--- config.mk ---
export PLATFORM = sky130hd
export DESIGN_NAME = reg_rename_unit
export DESIGN_NICKNAME = d
export VERILOG_FILES = /design/src/rtl/rn_pkg.sv /design/src/rtl/rn_map_table.sv /design/src/rtl/rn_free_fifo.sv /design/src/rtl/reg_rename_unit.sv
export SDC_FILE = /design/constraint.sdc
export NUM_CORES = 1
export LEC_CHECK = 0
export BUFFER_PORTS_ARGS = -buffer_cell sky130_fd_sc_hd__buf_2
export CORE_AREA = 10 10 202 204
export CTS_BUF_LIST = sky130_fd_sc_hd__clkbuf_8
export CTS_CLUSTER_DIAMETER = 40
export DETAILED_ROUTE_END_ITERATION = 8
export DIE_AREA = 0 0 212 214
export HOLD_SLACK_MARGIN = 0.1
export PLACE_DENSITY = 0.81
export SYNTH_ARGS = -nofsm -noshare
export SYNTH_HDL_FRONTEND = slang
export SYNTH_SLANG_ARGS = --single-unit
--- constraint.sdc ---
create_clock -name clk -period 10.55 [get_ports clk]
set_input_delay 2.6375 -clock clk [delete_from_list [all_inputs] [get_ports clk]]
set_output_delay 2.6375 -clock clk [all_outputs]
set_load 0.03 [all_outputs]
--- src/rtl/rn_pkg.sv ---
// rn_pkg: default sizes shared by the rename stage and its checker.
// Assumes PHYS_REGS - ARCH_REGS is at least 2.
package rn_pkg;
    localparam int unsigned DEF_ARCH_REGS = 32;
    localparam int unsigned DEF_PHYS_REGS = 64;
endpackage

--- src/rtl/rn_map_table.sv ---
// rn_map_table: one physical name per architectural register, with three
// combinational read ports and one write port that updates at the clock edge.
// Assumes the reads see the contents from before any write in the same cycle.
module rn_map_table #(
    parameter int unsigned ARCH_REGS = rn_pkg::DEF_ARCH_REGS,
    parameter int unsigned PHYS_REGS = rn_pkg::DEF_PHYS_REGS,
    localparam int unsigned AW = $clog2(ARCH_REGS),
    localparam int unsigned PW = $clog2(PHYS_REGS)
) (
    input  logic          clk,
    input  logic          rst_n,
    input  logic [AW-1:0] rd_a_idx,
    input  logic [AW-1:0] rd_b_idx,
    input  logic [AW-1:0] rd_d_idx,
    output logic [PW-1:0] rd_a_phys,
    output logic [PW-1:0] rd_b_phys,
    output logic [PW-1:0] rd_d_phys,
    input  logic          wr_en,
    input  logic [AW-1:0] wr_idx,
    input  logic [PW-1:0] wr_phys
);
    logic [PW-1:0] entry [ARCH_REGS];

    // Identity mapping at reset; a single entry is overwritten on allocation.
    always_ff @(posedge clk) begin
        if (!rst_n) begin
            for (int i = 0; i < ARCH_REGS; i++) entry[i] <= PW'(i);
        end else if (wr_en) begin
            entry[wr_idx] <= wr_phys;
        end
    end

    assign rd_a_phys = entry[rd_a_idx];
    assign rd_b_phys = entry[rd_b_idx];
    assign rd_d_phys = entry[rd_d_idx];
endmodule

--- src/rtl/rn_free_fifo.sv ---
// rn_free_fifo: circular queue of unused physical register names. At reset it
// is full of BASE, BASE+1, ... BASE+DEPTH-1. A push and a pop may occur in the
// same cycle. Assumes the caller never pushes into a full queue or pops from
// an empty one.
module rn_free_fifo #(
    parameter int unsigned DEPTH = 32,
    parameter int unsigned PW    = 6,
    parameter int unsigned BASE  = 32,
    localparam int unsigned PTR_W = $clog2(DEPTH),
    localparam int unsigned CNT_W = $clog2(DEPTH + 1)
) (
    input  logic             clk,
    input  logic             rst_n,
    input  logic             pop,
    input  logic             push,
    input  logic [PW-1:0]    push_data,
    output logic [PW-1:0]    head_data,
    output logic             empty,
    output logic [CNT_W-1:0] count
);
    logic [PW-1:0]    slot [DEPTH];
    logic [PTR_W-1:0] head_q, tail_q;
    logic [CNT_W-1:0] count_q;

    // Advance a pointer by one with wrap-around at DEPTH.
    function automatic logic [PTR_W-1:0] bump(input logic [PTR_W-1:0] p);
        return (p == PTR_W'(DEPTH - 1)) ? '0 : p + 1'b1;
    endfunction

    // Storage: preload the spare names at reset; write released names at the tail.
    always_ff @(posedge clk) begin
        if (!rst_n) begin
            for (int j = 0; j < DEPTH; j++) slot[j] <= PW'(BASE + j);
        end else if (push) begin
            slot[tail_q] <= push_data;
        end
    end

    // Pointers and occupancy; a simultaneous push and pop leave the count unchanged.
    always_ff @(posedge clk) begin
        if (!rst_n) begin
            head_q  <= '0;
            tail_q  <= '0;
            count_q <= CNT_W'(DEPTH);
        end else begin
            if (pop)  head_q <= bump(head_q);
            if (push) tail_q <= bump(tail_q);
            case ({push, pop})
                2'b10:   count_q <= count_q + 1'b1;
                2'b01:   count_q <= count_q - 1'b1;
                default: count_q <= count_q;
            endcase
        end
    end

    assign head_data = slot[head_q];
    assign empty     = (count_q == '0);
    assign count     = count_q;
endmodule

--- src/rtl/reg_rename_unit.sv ---
// reg_rename_unit: translates sources through the lookup table and, for
// instructions that write a register, hands out a fresh physical name from the
// free pool and reports the name it displaces. Retirement releases displaced
// names back into the pool. Assumes the core releases each displaced name
// exactly once.
module reg_rename_unit #(
    parameter int unsigned ARCH_REGS = rn_pkg::DEF_ARCH_REGS,
    parameter int unsigned PHYS_REGS = rn_pkg::DEF_PHYS_REGS,
    localparam int unsigned AW    = $clog2(ARCH_REGS),
    localparam int unsigned PW    = $clog2(PHYS_REGS),
    localparam int unsigned SPARE = PHYS_REGS - ARCH_REGS,
    localparam int unsigned CNT_W = $clog2(SPARE + 1)
) (
    input  logic          clk,
    input  logic          rst_n,
    input  logic          ren_valid,
    input  logic [AW-1:0] ren_src_a,
    input  logic [AW-1:0] ren_src_b,
    input  logic          ren_has_dst,
    input  logic [AW-1:0] ren_dst,
    output logic          ren_stall,
    output logic [PW-1:0] ren_phys_a,
    output logic [PW-1:0] ren_phys_b,
    output logic [PW-1:0] ren_phys_dst,
    output logic [PW-1:0] ren_phys_old,
    input  logic          commit_valid,
    input  logic [PW-1:0] commit_phys
);
    logic             pool_empty;
    logic             alloc;
    logic [CNT_W-1:0] free_cnt;

    // Hold the instruction only when it needs a name and none is free.
    always_comb begin
        ren_stall = ren_valid && ren_has_dst && pool_empty;
        alloc     = ren_valid && ren_has_dst && !pool_empty;
    end

    rn_map_table #(
        .ARCH_REGS(ARCH_REGS),
        .PHYS_REGS(PHYS_REGS)
    ) u_map (
        .clk       (clk),
        .rst_n     (rst_n),
        .rd_a_idx  (ren_src_a),
        .rd_b_idx  (ren_src_b),
        .rd_d_idx  (ren_dst),
        .rd_a_phys (ren_phys_a),
        .rd_b_phys (ren_phys_b),
        .rd_d_phys (ren_phys_old),
        .wr_en     (alloc),
        .wr_idx    (ren_dst),
        .wr_phys   (ren_phys_dst)
    );

    rn_free_fifo #(
        .DEPTH (SPARE),
        .PW    (PW),
        .BASE  (ARCH_REGS)
    ) u_pool (
        .clk       (clk),
        .rst_n     (rst_n),
        .pop       (alloc),
        .push      (commit_valid),
        .push_data (commit_phys),
        .head_data (ren_phys_dst),
        .empty     (pool_empty),
        .count     (free_cnt)
    );
endmodule

# After elaboration in Yosys (flattened, before gate mapping)

Memory sizes are Yosys's and may differ from the RTL's. A register that Yosys moved wholly into a read port is not among the register bits.
Cells that the tools add are included.

$add $sub $neg: 4
Multiply operators: 0
Divide/modulo/power cells: 0
Magnitude comparators: 0
Equality and inequality tests: 4
Shift operators: 0
Multiplexer cells: 18
Bitwise operators: 0
Reduce and logical (&&, ||, !) cells: 8

Operators by type and width:

| operator              | count |
|---|---|
| $mux W5               | 6 |
| $mux W6               | 2 |
| $pmux W6 S2           | 1 |
| $reduce_or A6 Y1      | 2 |
| $add A5 B1 Y5 const B | 2 |
| $eq A5 B5 Y1 const B  | 2 |
| $mux W1               | 9 |
| $add A6 B1 Y6 const B | 1 |
| $logic_not A6 Y1      | 1 |
| $sub A6 B1 Y6 const B | 1 |
| $logic_and A1 B1 Y1   | 3 |
| $eq A2 B1 Y1 const B  | 1 |
| $eq A2 B2 Y1 const B  | 1 |
| $reduce_bool A2 Y1    | 1 |
| $logic_not A1 Y1      | 1 |

Register bits: 16
Latch bits: 0
Memory bits (writable): 384
Bits in read-only memories: 0
Input port bits: 26
Output and inout port bits: 25
Word-level logic and storage cells: 39
Memories kept: 2

Memory list:

| name        | depth | width | rd ports | clocked after memory_dff | write ports | RTL line           | text |
|---|---|---|---|---|---|---|---|
| u_map.entry | 32    | 6     | 3        | 0                        | 32          | rn_map_table.sv:22 | `logic [PW-1:0] entry [ARCH_REGS];` |
| u_pool.slot | 32    | 6     | 1        | 1                        | 32          | rn_free_fifo.sv:21 | `logic [PW-1:0] slot [DEPTH];` |

# Longest topological paths before layout

Gate-level depths: netlist (run 1).

Word-level depth: 8
Gate-level depth with buffers: 13
Gate-level depth less buffers: 11

# Modules after synthesis

A second synthesis (run 1) with hierarchy kept.

Cells, all modules: 1559
Area, all modules: 22182.5 um2

Modules (own cells, without submodules):

| module          | instances | cells an instance | area an instance (um2) | sequential area each (um2) |
|---|---|---|---|---|
| rn_map_table    | 1         | 746               | 12074.1                | 5765.5 |
| rn_free_fifo    | 1         | 811               | 10092.2                | 6185.9 |
| reg_rename_unit | 1         | 2                 | 16.3                   | 0.0 |

# Least setup slack after synthesis (run 1)

No wires, ideal clock.

Path type: input to output
Start: in ren_src_a[0]
End: out ren_phys_a[0]
Data arrival time: 4.510 ns
Required time: 7.913 ns
Slack: 3.403 ns
Stages: 4
Buffers on the path: 1
Cells stage by stage: buf_1 mux4_2 mux4_2 mux2_2

Word-level cells in the longest chain between the ends: 1

RTL lines:

| what               | RTL line              | text |
|---|---|---|
| start: declaration | reg_rename_unit.sv:17 | `input logic [AW-1:0] ren_src_a,` |
| $mem_v2 Z32 W6     | -                     |  |
| end: declaration   | reg_rename_unit.sv:22 | `output logic [PW-1:0] ren_phys_a,` |

No other way between the ends.

# Worst setup path in the final report (run 1)

Start: in ren_dst[0]
End: out ren_phys_old[1]

Word-level cells in the longest chain between the ends: 1

RTL lines:

| what               | RTL line              | text |
|---|---|---|
| start: declaration | reg_rename_unit.sv:20 | `input logic [AW-1:0] ren_dst,` |
| $mem_v2 Z32 W6     | -                     |  |
| end: declaration   | reg_rename_unit.sv:25 | `output logic [PW-1:0] ren_phys_old,` |

No other way between the ends.

==> results.sh, run 1 <==
export IMPL_crit_chain="buf_4 > mux4_2 > a22oi_1 > nand4_1 > buf_2"
export IMPL_fin_hold_ws_ns=0.506
export IMPL_dpl_hpwl_um=38900
export IMPL_stdcell_area_sq_mm=0.0233
export IMPL_clkLatencyLatePin_ns=0.64
export IMPL_crit_slowest_cell="buf_4"
export IMPL_path_class="primary input to output pin"
export IMPL_clockBufferDepth=3
export IMPL_die_y_um=214
export IMPL_hold_buffers=0
export IMPL_hp_start="u_pool.head_q[4]"
export IMPL_maxCapViolations=0
export IMPL_ctsResizeCount=0
export IMPL_netlist_area_sq_mm=0.0217
export IMPL_power_density_mw_per_mm2=151
export IMPL_ios=51
export IMPL_worstPathRequired_ns=7.91
export IMPL_first_global_vias=14904
export IMPL_fmax_mhz=131
export IMPL_die_area_sq_mm=0.0454
export IMPL_yosysTopAreaCellShare=0.530
export IMPL_synth_largest_area_cell="edfxtp_1"
export IMPL_clock_sinks=405
export IMPL_h_tree_depth=3
export IMPL_synth_ff_latch_count=405
export IMPL_grt_pass1_wl_um=89300
export IMPL_area_growth_pct=7.10
export IMPL_wl_per_cell_um=27.6
export IMPL_period_minus_slack_ns=7.66
export IMPL_viasPerCell=7.09
export IMPL_drt_pass1_iterations=5
export IMPL_numPortBuffers=50
export IMPL_synth_nets=1670
export IMPL_cts_setup_buffers=0
export IMPL_slew_viol_final=0
export IMPL_drc=0
export IMPL_grt_usage=0.258
export IMPL_status="completed"
export IMPL_vdd_drop_max_mv=0.119
export IMPL_nets=1653
export IMPL_crit_start="ren_dst[0]"
export IMPL_setup_ws_ns=2.89
export IMPL_hold_violations=0
export IMPL_path_delay_family="buffers and inverters"
export IMPL_period_share=0.726
export IMPL_routed_wl_um=58900
export IMPL_initial_core_util=0.587
export IMPL_rows=71
export IMPL_p_leak_nw=7.12
export IMPL_post_place_ws_ns=2.91
export IMPL_synth_main_ff_cell="edfxtp_1"
export IMPL_cts_inserted_buffers=68
export IMPL_async_flop_share=0
export IMPL_clk_pin_slew_ns=0.06
export IMPL_r2r_cells=7
export IMPL_path_max_fanout=55
export IMPL_r2r_slack_ns=6.87
export IMPL_synthCells=1634
export IMPL_grt_start_max_net_pins=68
export IMPL_cts_root_buf="clkbuf_8"
export IMPL_ys_types=46
export IMPL_drtAntennaViolNets=0
export IMPL_path_buf_inv=2
export IMPL_ys_seq_area_frac=0.550
export IMPL_antenna_found_initial=0
export IMPL_tritoncts="yes"
export IMPL_yosys_top_cells_area="edfxtp_1 (53%), mux4_2 (17%), mux2i_1 (4.6%)"
export IMPL_tightest_slew_ns=1.20
export IMPL_die_w_um=212
export IMPL_core_area_sq_mm=0.0370
export IMPL_grt_overflow=0
export IMPL_r2r_end="u_map.entry[11][4]"
export IMPL_slowest_delay_ns=0.72
export IMPL_num_vias=15171
export IMPL_cp_start_kind="primary input"
export IMPL_synthTopCellsByCount="edfxtp_1 (384), nand2_1 (190), nor2_1 (172)"
export IMPL_rsz0062_at_grt="false"
export IMPL_finalClockSkew_ns=0.0327
export IMPL_totalNegativeSetupSlack_ns=0
export IMPL_place_area_sq_mm=0.0220
export IMPL_yosysMostFrequentCell="edfxtp_1"
export IMPL_ys_warn_count=0
export IMPL_hp_class="flop to flop"
export IMPL_min_path_cells=2
export IMPL_end_kind="output pin"
export IMPL_drive_above_1_share=0.218
export IMPL_setup_viol=0
export IMPL_slew_headroom=0.202
export IMPL_final_util=0.629
export IMPL_avgSynthCellArea_sq_um=13.3
export IMPL_gp_congestion=0.999
export IMPL_critPathArrivalTime_ns=5.02
export IMPL_initialDrtViolationCount=2285
export IMPL_synth_edf_count=384
[area by class of cell]
cell class              count  area (sq um)
repair buffers             78           468
multi-input cells        1051          8960
diodes                      1          2.50
flip-flops and latches    405         12000
clock inverters            44           254
fillers                  2656         13800
well taps                 474           593
clock buffers              73          1000
inverters                  13          48.8
[power by group]
| group | leakage, nW | switching, mW | internal (mW) |
|---|---|---|---|
| registers | 3.47 | 0.0381 | 1.79 |
| logic | 2.93 | 0.242 | 0.133 |
| clock network | 0.719 | 0.634 | 0.671 |
| total | 7.12 | 0.914 | 2.59 |
[worst min-delay path, cell delays in order, from the launching register on]
cell and delay (ns):
dfxtp_1 0.31, nand2_1 0.05, a21boi_0 0.09
[layer usage]
metal | track usage | share of wire | wire, um
met3 | 0.0889 | 0.15 | 8870
met1 | 0.333 | 0.34 | 20200
met4 | 0.118 | 0.049 | 2890
met5 | 0 | 0 | 0
met2 | 0.387 | 0.46 | 27000
[worst max-delay path by stage]
stage | end | cells after the start
final | ren_phys_old[1] | 5
after global routing | ren_phys_b[1] | 5
after CTS | ren_phys_b[4] | 5
after detailed placement | ren_phys_b[4] | 5
after global placement | ren_phys_b[4] | 5
after floorplan | ren_phys_a[0] | 4
[cell usage in the layout (no fill, tap or decap), types with 7 or more instances in the layout]
| cell | count |
|---|---|
| and2_1 | 32 |
| mux4_2 | 168 |
| edfxtp_1 | 384 |
| or3_1 | 67 |
| dfxtp_1 | 20 |
| nand2_1 | 190 |
| or4_1 | 8 |
| nand3_1 | 43 |
| a22oi_1 | 75 |
| clkbuf_8 | 73 |
| and3_1 | 16 |
| inv_1 | 34 |
| clkinv_1 | 9 |
| ha_1 | 10 |
| buf_4 | 31 |
| a21oi_1 | 28 |
| nor3_1 | 33 |
| nor2b_1 | 12 |
| nand4_1 | 7 |
| buf_2 | 47 |
| nor2_1 | 172 |
| mux2i_1 | 100 |
| o21ai_0 | 31 |
| mux2_2 | 12 |
[flip-flops by register name, indices dropped and copies added, names as in the netlist, named ones only]
| register | count |
|---|---|
| u_map.entry | 192 |
| u_pool.count | 6 |
| u_pool.tail_q | 5 |
| u_pool.slot | 192 |
| u_pool.head_q | 5 |
[cell families after synthesis]
logic type | synth area share
buf+inv | 0.0398
flops | 0.550
xor+xnor | 0.00161
mux | 0.226
fa+ha+maj | 0.00576
simple gates | 0.133
compound gates | 0.0435
[stage by stage]
stage	cells	total power, mW
6_report	2139	3.51
3_3_place_gp	2021	2.21
4_1_cts	2138	3.51
2_1_floorplan	1634	2.12
5_1_grt	2138	3.60
3_5_place_dp	2021	2.22
Note: power is estimated with default switching activity, not from simulation.
==> run 2: changes to the inputs <==
- CORE_AREA: 10 10 202 204 -> 10 10 203 205
- DIE_AREA: 0 0 212 214 -> 0 0 213 215
- PLACE_DENSITY: 0.81 -> 0.83
- clock period: 10.55 -> 7 ns (I/O delays scaled with it)
==> run 2 against run 1 <==
Wire length grew 1.4%. Critical path depth is the same. Sequential power grew 50%. Critical endpoint is now ren_phys_a[0]. Via count shrank 1.1%. Largest cell class unchanged. Combinational power grew 53%. Clock skew grew 0.0010 ns. Core utilization grew 0.090 points. Clock power grew 62%.
==> results.sh, run 2 (same netlist as run 1, synthesis figures left out) <==
export IMPL_worstPathRequired_ns=5.25
export IMPL_crit_chain="buf_4 > mux4_2 > mux4_2 > mux2_2 > buf_2"
export IMPL_hold_violations=0
export IMPL_wl_per_cell_um=27.8
export IMPL_p_leak_nw=7.21
export IMPL_die_area_sq_mm=0.0458
export IMPL_first_global_vias=14868
export IMPL_slowest_delay_ns=0.70
export IMPL_finalClockSkew_ns=0.0338
export IMPL_cts_setup_buffers=0
export IMPL_path_max_fanout=48
export IMPL_final_cell_mix="edfxtp_1 (384), nand2_1 (190), nor2_1 (172), mux4_2 (168), mux2i_1 (100)"
export IMPL_numPortBuffers=50
export IMPL_final_common_cell="edfxtp_1"
export IMPL_grt_pass1_wl_um=90600
export IMPL_cts_inserted_buffers=70
export IMPL_drc=0
export IMPL_end_kind="output pin"
export IMPL_rows=71
export IMPL_maxCapViolations=0
export IMPL_period_minus_slack_ns=5.84
export IMPL_area_growth_pct=7.77
export IMPL_critPathArrivalTime_ns=4.09
export IMPL_antenna_cells=0
export IMPL_multi_input_area_sq_mm=0.00896
export IMPL_power_mw=5.44
export IMPL_regArea_sq_mm=0.0120
export IMPL_path_class="primary input to output pin"
export IMPL_status="completed"
export IMPL_setup_viol=0
export IMPL_viasPerCell=6.97
export IMPL_hp_class="flop to flop"
export IMPL_gp_congestion=1.00
export IMPL_cpMostUsedCell="mux4_2"
export IMPL_fill_cells=2671
export IMPL_clock_sinks=405
export IMPL_nets=1660
export IMPL_clkLatencyLatePin_ns=0.65
export IMPL_initial_core_util=0.584
export IMPL_dpl_hpwl_um=40200
export IMPL_slew_headroom=0.279
export IMPL_initialDrtViolationCount=2348
export IMPL_antenna_found_initial=0
export IMPL_routed_wl_um=59800
export IMPL_totalNegativeSetupSlack_ns=0
export IMPL_cts_root_buf="clkbuf_8"
export IMPL_clk_pin_slew_ns=0.06
export IMPL_grt_overflow=0
export IMPL_tightest_slew_ns=1.08
export IMPL_fmax_mhz=171
export IMPL_ctsResizeCount=0
export IMPL_cp_start_kind="primary input"
export IMPL_path_buf_inv=2
export IMPL_period_share=0.834
export IMPL_tritoncts="yes"
export IMPL_clockBufferDepth=3
export IMPL_core_area_sq_mm=0.0372
export IMPL_die_y_um=215
export IMPL_vdd_drop_max_mv=0.187
export IMPL_drt_pass1_iterations=7
export IMPL_slew_viol_final=0
export IMPL_crit_slowest_cell="buf_4"
export IMPL_drive_above_1_share=0.222
export IMPL_drtAntennaViolNets=0
export IMPL_rsz0062_at_grt="false"
export IMPL_ios=51
export IMPL_hold_buffers=0
export IMPL_die_w_um=213
export IMPL_h_tree_depth=3
export IMPL_power_density_mw_per_mm2=232
export IMPL_grt_usage=0.264
export IMPL_path_delay_family="multiplexers"
export IMPL_grt_start_max_net_pins=56
export IMPL_num_vias=15004
-- run 2: path summary, 6_finish.rpt --
kind / end / start / slack [ns] / cells past startpoint
worst max-delay path: ren_phys_a[0] / ren_src_a[0] / 1.16 / 5
worst min-delay path: u_pool.count[4] / u_pool.count[4] / 0.50 / 2
worst max register to register: u_pool.count[2] / u_pool.count[1] / 3.58 / 10
worst min register to register: u_pool.count[4] / u_pool.count[4] / 0.50 / 2
-- run 2: power by group --
part	leakage, nW	switching [mW]	internal (mW)
clock network	0.785	1.02	1.09
logic	2.95	0.373	0.201
registers	3.47	0.0523	2.70
total	7.21	1.45	3.99
-- run 2: area by class of cell --
class | count | area share
Clock buffer | 72 | 0.0423
Tap cell | 474 | 0.0253
Timing Repair Buffer | 83 | 0.0216
Clock inverter | 55 | 0.0159
Multi-Input combinational cell | 1051 | 0.383
Sequential cell | 405 | 0.510
Inverter | 13 | 0.00208
-- run 2: metal layers --
layer,global-route usage,vias to the layer above,wire length (um)
met1,0.339,7351,20500
met5,0,-,0
met2,0.395,1214,27500
met3,0.0963,180,9210
li1,-,6259,-
met4,0.120,0,2610
-- run 2: worst min-delay path: cells and delay by family (launching register included) --
family           cells  cell delay, ns
DFF                  1            0.34
and+or+nand+nor      1            0.06
muxes                1            0.05
-- run 2: metrics by stage --
| step | instances | area, sq um | hold WS [ns] | setup slack (ns) | utilization |
|---|---|---|---|---|---|
| finish | 2153 | 23400 | 0.499 | 1.16 | 0.629 |
| global route | 2153 | 23400 | 0.550 | 1.00 | 0.629 |
| CTS | 2153 | 23400 | 0.496 | 1.12 | 0.629 |
| detailed placement | 2026 | 22100 | 0.489 | 1.12 | 0.593 |
| global placement | 2026 | 22100 | 0.482 | 1.15 | 0.593 |
| floorplan | 1634 | 21700 | 0.458 | 1.63 | - |
==> run 3: changes to the inputs <==
- clock period: 7 -> 4.85 ns (I/O delays scaled with it)
==> run 3 against run 2 <==
Sequential share of layout area is 0.62 points lower. Cell count up 0.42%. Total power increased by 48%. Combinational power grew 49%. Worst hold slack better by 0.014 ns. Setup slack lost 0.84 ns. Critical path depth grew 2. Sequential power is 44% higher. Core utilization rose by 0.78 points. Count of clock-buffer cells in the layout grew 2. Cell area grew 1.2%. Via count grew 0.20%.
==> results.sh, run 3 (same netlist as run 1, synthesis figures left out) <==
export IMPL_status="completed"
export IMPL_r2r_cells=10
export IMPL_h_tree_depth=3
export IMPL_nets=1673
export IMPL_grt_usage=0.259
export IMPL_drc=0
export IMPL_totalNegativeSetupSlack_ns=0
export IMPL_ctsResizeCount=0
export IMPL_cts_root_buf="clkbuf_8"
export IMPL_crit_end="ren_phys_dst[1]"
export IMPL_final_cell_mix="edfxtp_1 (384), nand2_1 (190), nor2_1 (172), mux4_2 (168), mux2i_1 (100)"
export IMPL_die_y_um=215
export IMPL_slowest_delay_ns=0.71
export IMPL_internal_power_mw=5.96
export IMPL_pwr_share_comb=0.107
export IMPL_clkLatencyLatePin_ns=0.66
export IMPL_r2r_end="u_pool.count[2]"
export IMPL_finalClockSkew_ns=0.0399
export IMPL_netSwitchingPower_mw=2.07
export IMPL_clockBufferDepth=3
export IMPL_timing_rr_start="u_pool.count[1]"
export IMPL_drtAntennaViolNets=0
export IMPL_regArea_sq_mm=0.0120
export IMPL_hp_class="flop to flop"
export IMPL_hold_violations=0
export IMPL_multi_input_area_sq_mm=0.00896
export IMPL_first_global_vias=14658
export IMPL_critPathArrivalTime_ns=3.32
export IMPL_path_max_fanout=39
export IMPL_slew_headroom=0.248
export IMPL_seqPwrFrac=0.494
export IMPL_vdd_drop_max_mv=0.317
export IMPL_tightest_slew_ns=1.13
export IMPL_maxCapViolations=0
export IMPL_rows=71
export IMPL_r2r_slack_ns=1.45
export IMPL_ios=51
export IMPL_fill_cells=2605
export IMPL_period_share=0.934
export IMPL_grt_pass1_wl_um=89100
export IMPL_numPortBuffers=50
export IMPL_path_buf_inv=3
export IMPL_die_area_sq_mm=0.0458
export IMPL_worstPathRequired_ns=3.64
export IMPL_period_minus_slack_ns=4.53
export IMPL_core_area_sq_mm=0.0372
export IMPL_clock_sinks=405
export IMPL_crit_chain="buf_12 > mux2i_1 > a22oi_1 > a21oi_1 > or4_1 > inv_1 > buf_2"
export IMPL_gp_congestion=1.05
export IMPL_antenna_found_initial=1
export IMPL_cp_num_cells=7
export IMPL_initial_core_util=0.584
export IMPL_grt_overflow=0
export IMPL_fmax_mhz=221
export IMPL_clk_pin_slew_ns=0.06
export IMPL_grt_start_max_net_pins=56
export IMPL_cp_start_kind="flop"
export IMPL_crit_slowest_cell="or4_1"
export IMPL_area_growth_pct=9.10
export IMPL_path_class="flop to output pin"
export IMPL_path_delay_family="simple AND/OR/NAND/NOR gates"
export IMPL_initialDrtViolationCount=2474
export IMPL_final_common_cell="edfxtp_1"
export IMPL_hold_buffers=0
export IMPL_cts_setup_buffers=0
export IMPL_drive_above_1_share=0.233
export IMPL_switching_share=0.258
export IMPL_dpl_hpwl_um=39900
export IMPL_slew_viol_final=0
export IMPL_drt_pass1_iterations=6
export IMPL_tritoncts="yes"
export IMPL_wl_per_cell_um=27.3
export IMPL_setup_viol=0
export IMPL_antenna_cells=0
export IMPL_routed_wl_um=59000
export IMPL_power_density_mw_per_mm2=339
export IMPL_num_vias=15034
export IMPL_fin_hold_ws_ns=0.513
export IMPL_end_kind="output pin"
export IMPL_cts_inserted_buffers=68
export IMPL_die_w_um=213
export IMPL_viasPerCell=6.95
export IMPL_p_clk_frac=0.399
export IMPL_p_leak_nw=7.31
export IMPL_rsz0062_at_grt="false"
==> run 3: changes by cell type in the layout (fill, tap and decap cells not counted), sizes merged <==
cell      delta
clkinvlp     +2
inv         -11
clkinv       -2
bufinv       +3
buf         +15
clkbuf       +2
==> run 3: worst reg2reg max path, stage by stage (launching register included) <==
cell and delay [ns]:
dfxtp_1 0.38, or4_1 0.62, o311ai_2 0.53, inv_1 0.21, ha_1 0.37, xor2_1 0.19
ha_1 0.20, a21oi_1 0.24, xor2_1 0.11, or3_1 0.31, a21boi_0 0.16
==> run 3: final cells by class <==
type                            instances  share of cell area
Multi-Input combinational cell       1051               0.378
Tap cell                              474              0.0250
Sequential cell                       405               0.504
Inverter                               13             0.00206
Timing Repair Buffer                   98              0.0308
Clock buffer                           74              0.0429
Clock inverter                         47              0.0175
==> run 3: worst min path at each step <==
stage	from	endpoint	slack, ns	cells after the start
floorplan	u_pool.count[4]	u_pool.count[4]	0.46	2
global placement	u_pool.count[4]	u_pool.count[4]	0.48	2
detailed placement	u_pool.count[4]	u_pool.count[4]	0.50	2
CTS	u_pool.count[4]	u_pool.count[4]	0.50	2
global route	u_pool.head_q[4]	flop	0.56	2
finish	u_pool.count[4]	u_pool.count[4]	0.51	2
==> run 3: power by group through the flow <==
stage / Sequential [mW] / Combinational (mW) / Clock [mW]
after global routing: 3.97 / 0.894 / 3.38
after CTS: 3.96 / 0.840 / 3.21
after floorplan: 3.99 / 0.611 / 0
after global placement: 4.03 / 0.820 / 0
after detailed placement: 4.03 / 0.836 / 0
final: 3.96 / 0.858 / 3.21
==> run 3: per-stage QoR <==
stage | utilization | std cells | power (mW) | instance area, sq um | setup slack, ns
after floorplan | - | 1634 | 4.60 | 21700 | 0.553
after global placement | 0.599 | 2041 | 4.85 | 22300 | 0.362
after detailed placement | 0.599 | 2041 | 4.87 | 22300 | 0.333
after CTS | 0.637 | 2162 | 8.01 | 23700 | 0.324
after global routing | 0.637 | 2162 | 8.24 | 23700 | 0.251
final | 0.637 | 2162 | 8.03 | 23700 | 0.321
==> run 3: metal layers <==
| metal | share of wire | routed length [um] | vias to the layer above | track usage |
|---|---|---|---|---|
| met2 | 0.46 | 27200 | 1204 | 0.392 |
| met3 | 0.15 | 9050 | 236 | 0.0962 |
| met1 | 0.33 | 19700 | 7309 | 0.327 |
| li1 | - | - | 6283 | - |
| met4 | 0.052 | 3060 | 2 | 0.116 |
| met5 | 0.00025 | 15 | - | 0 |
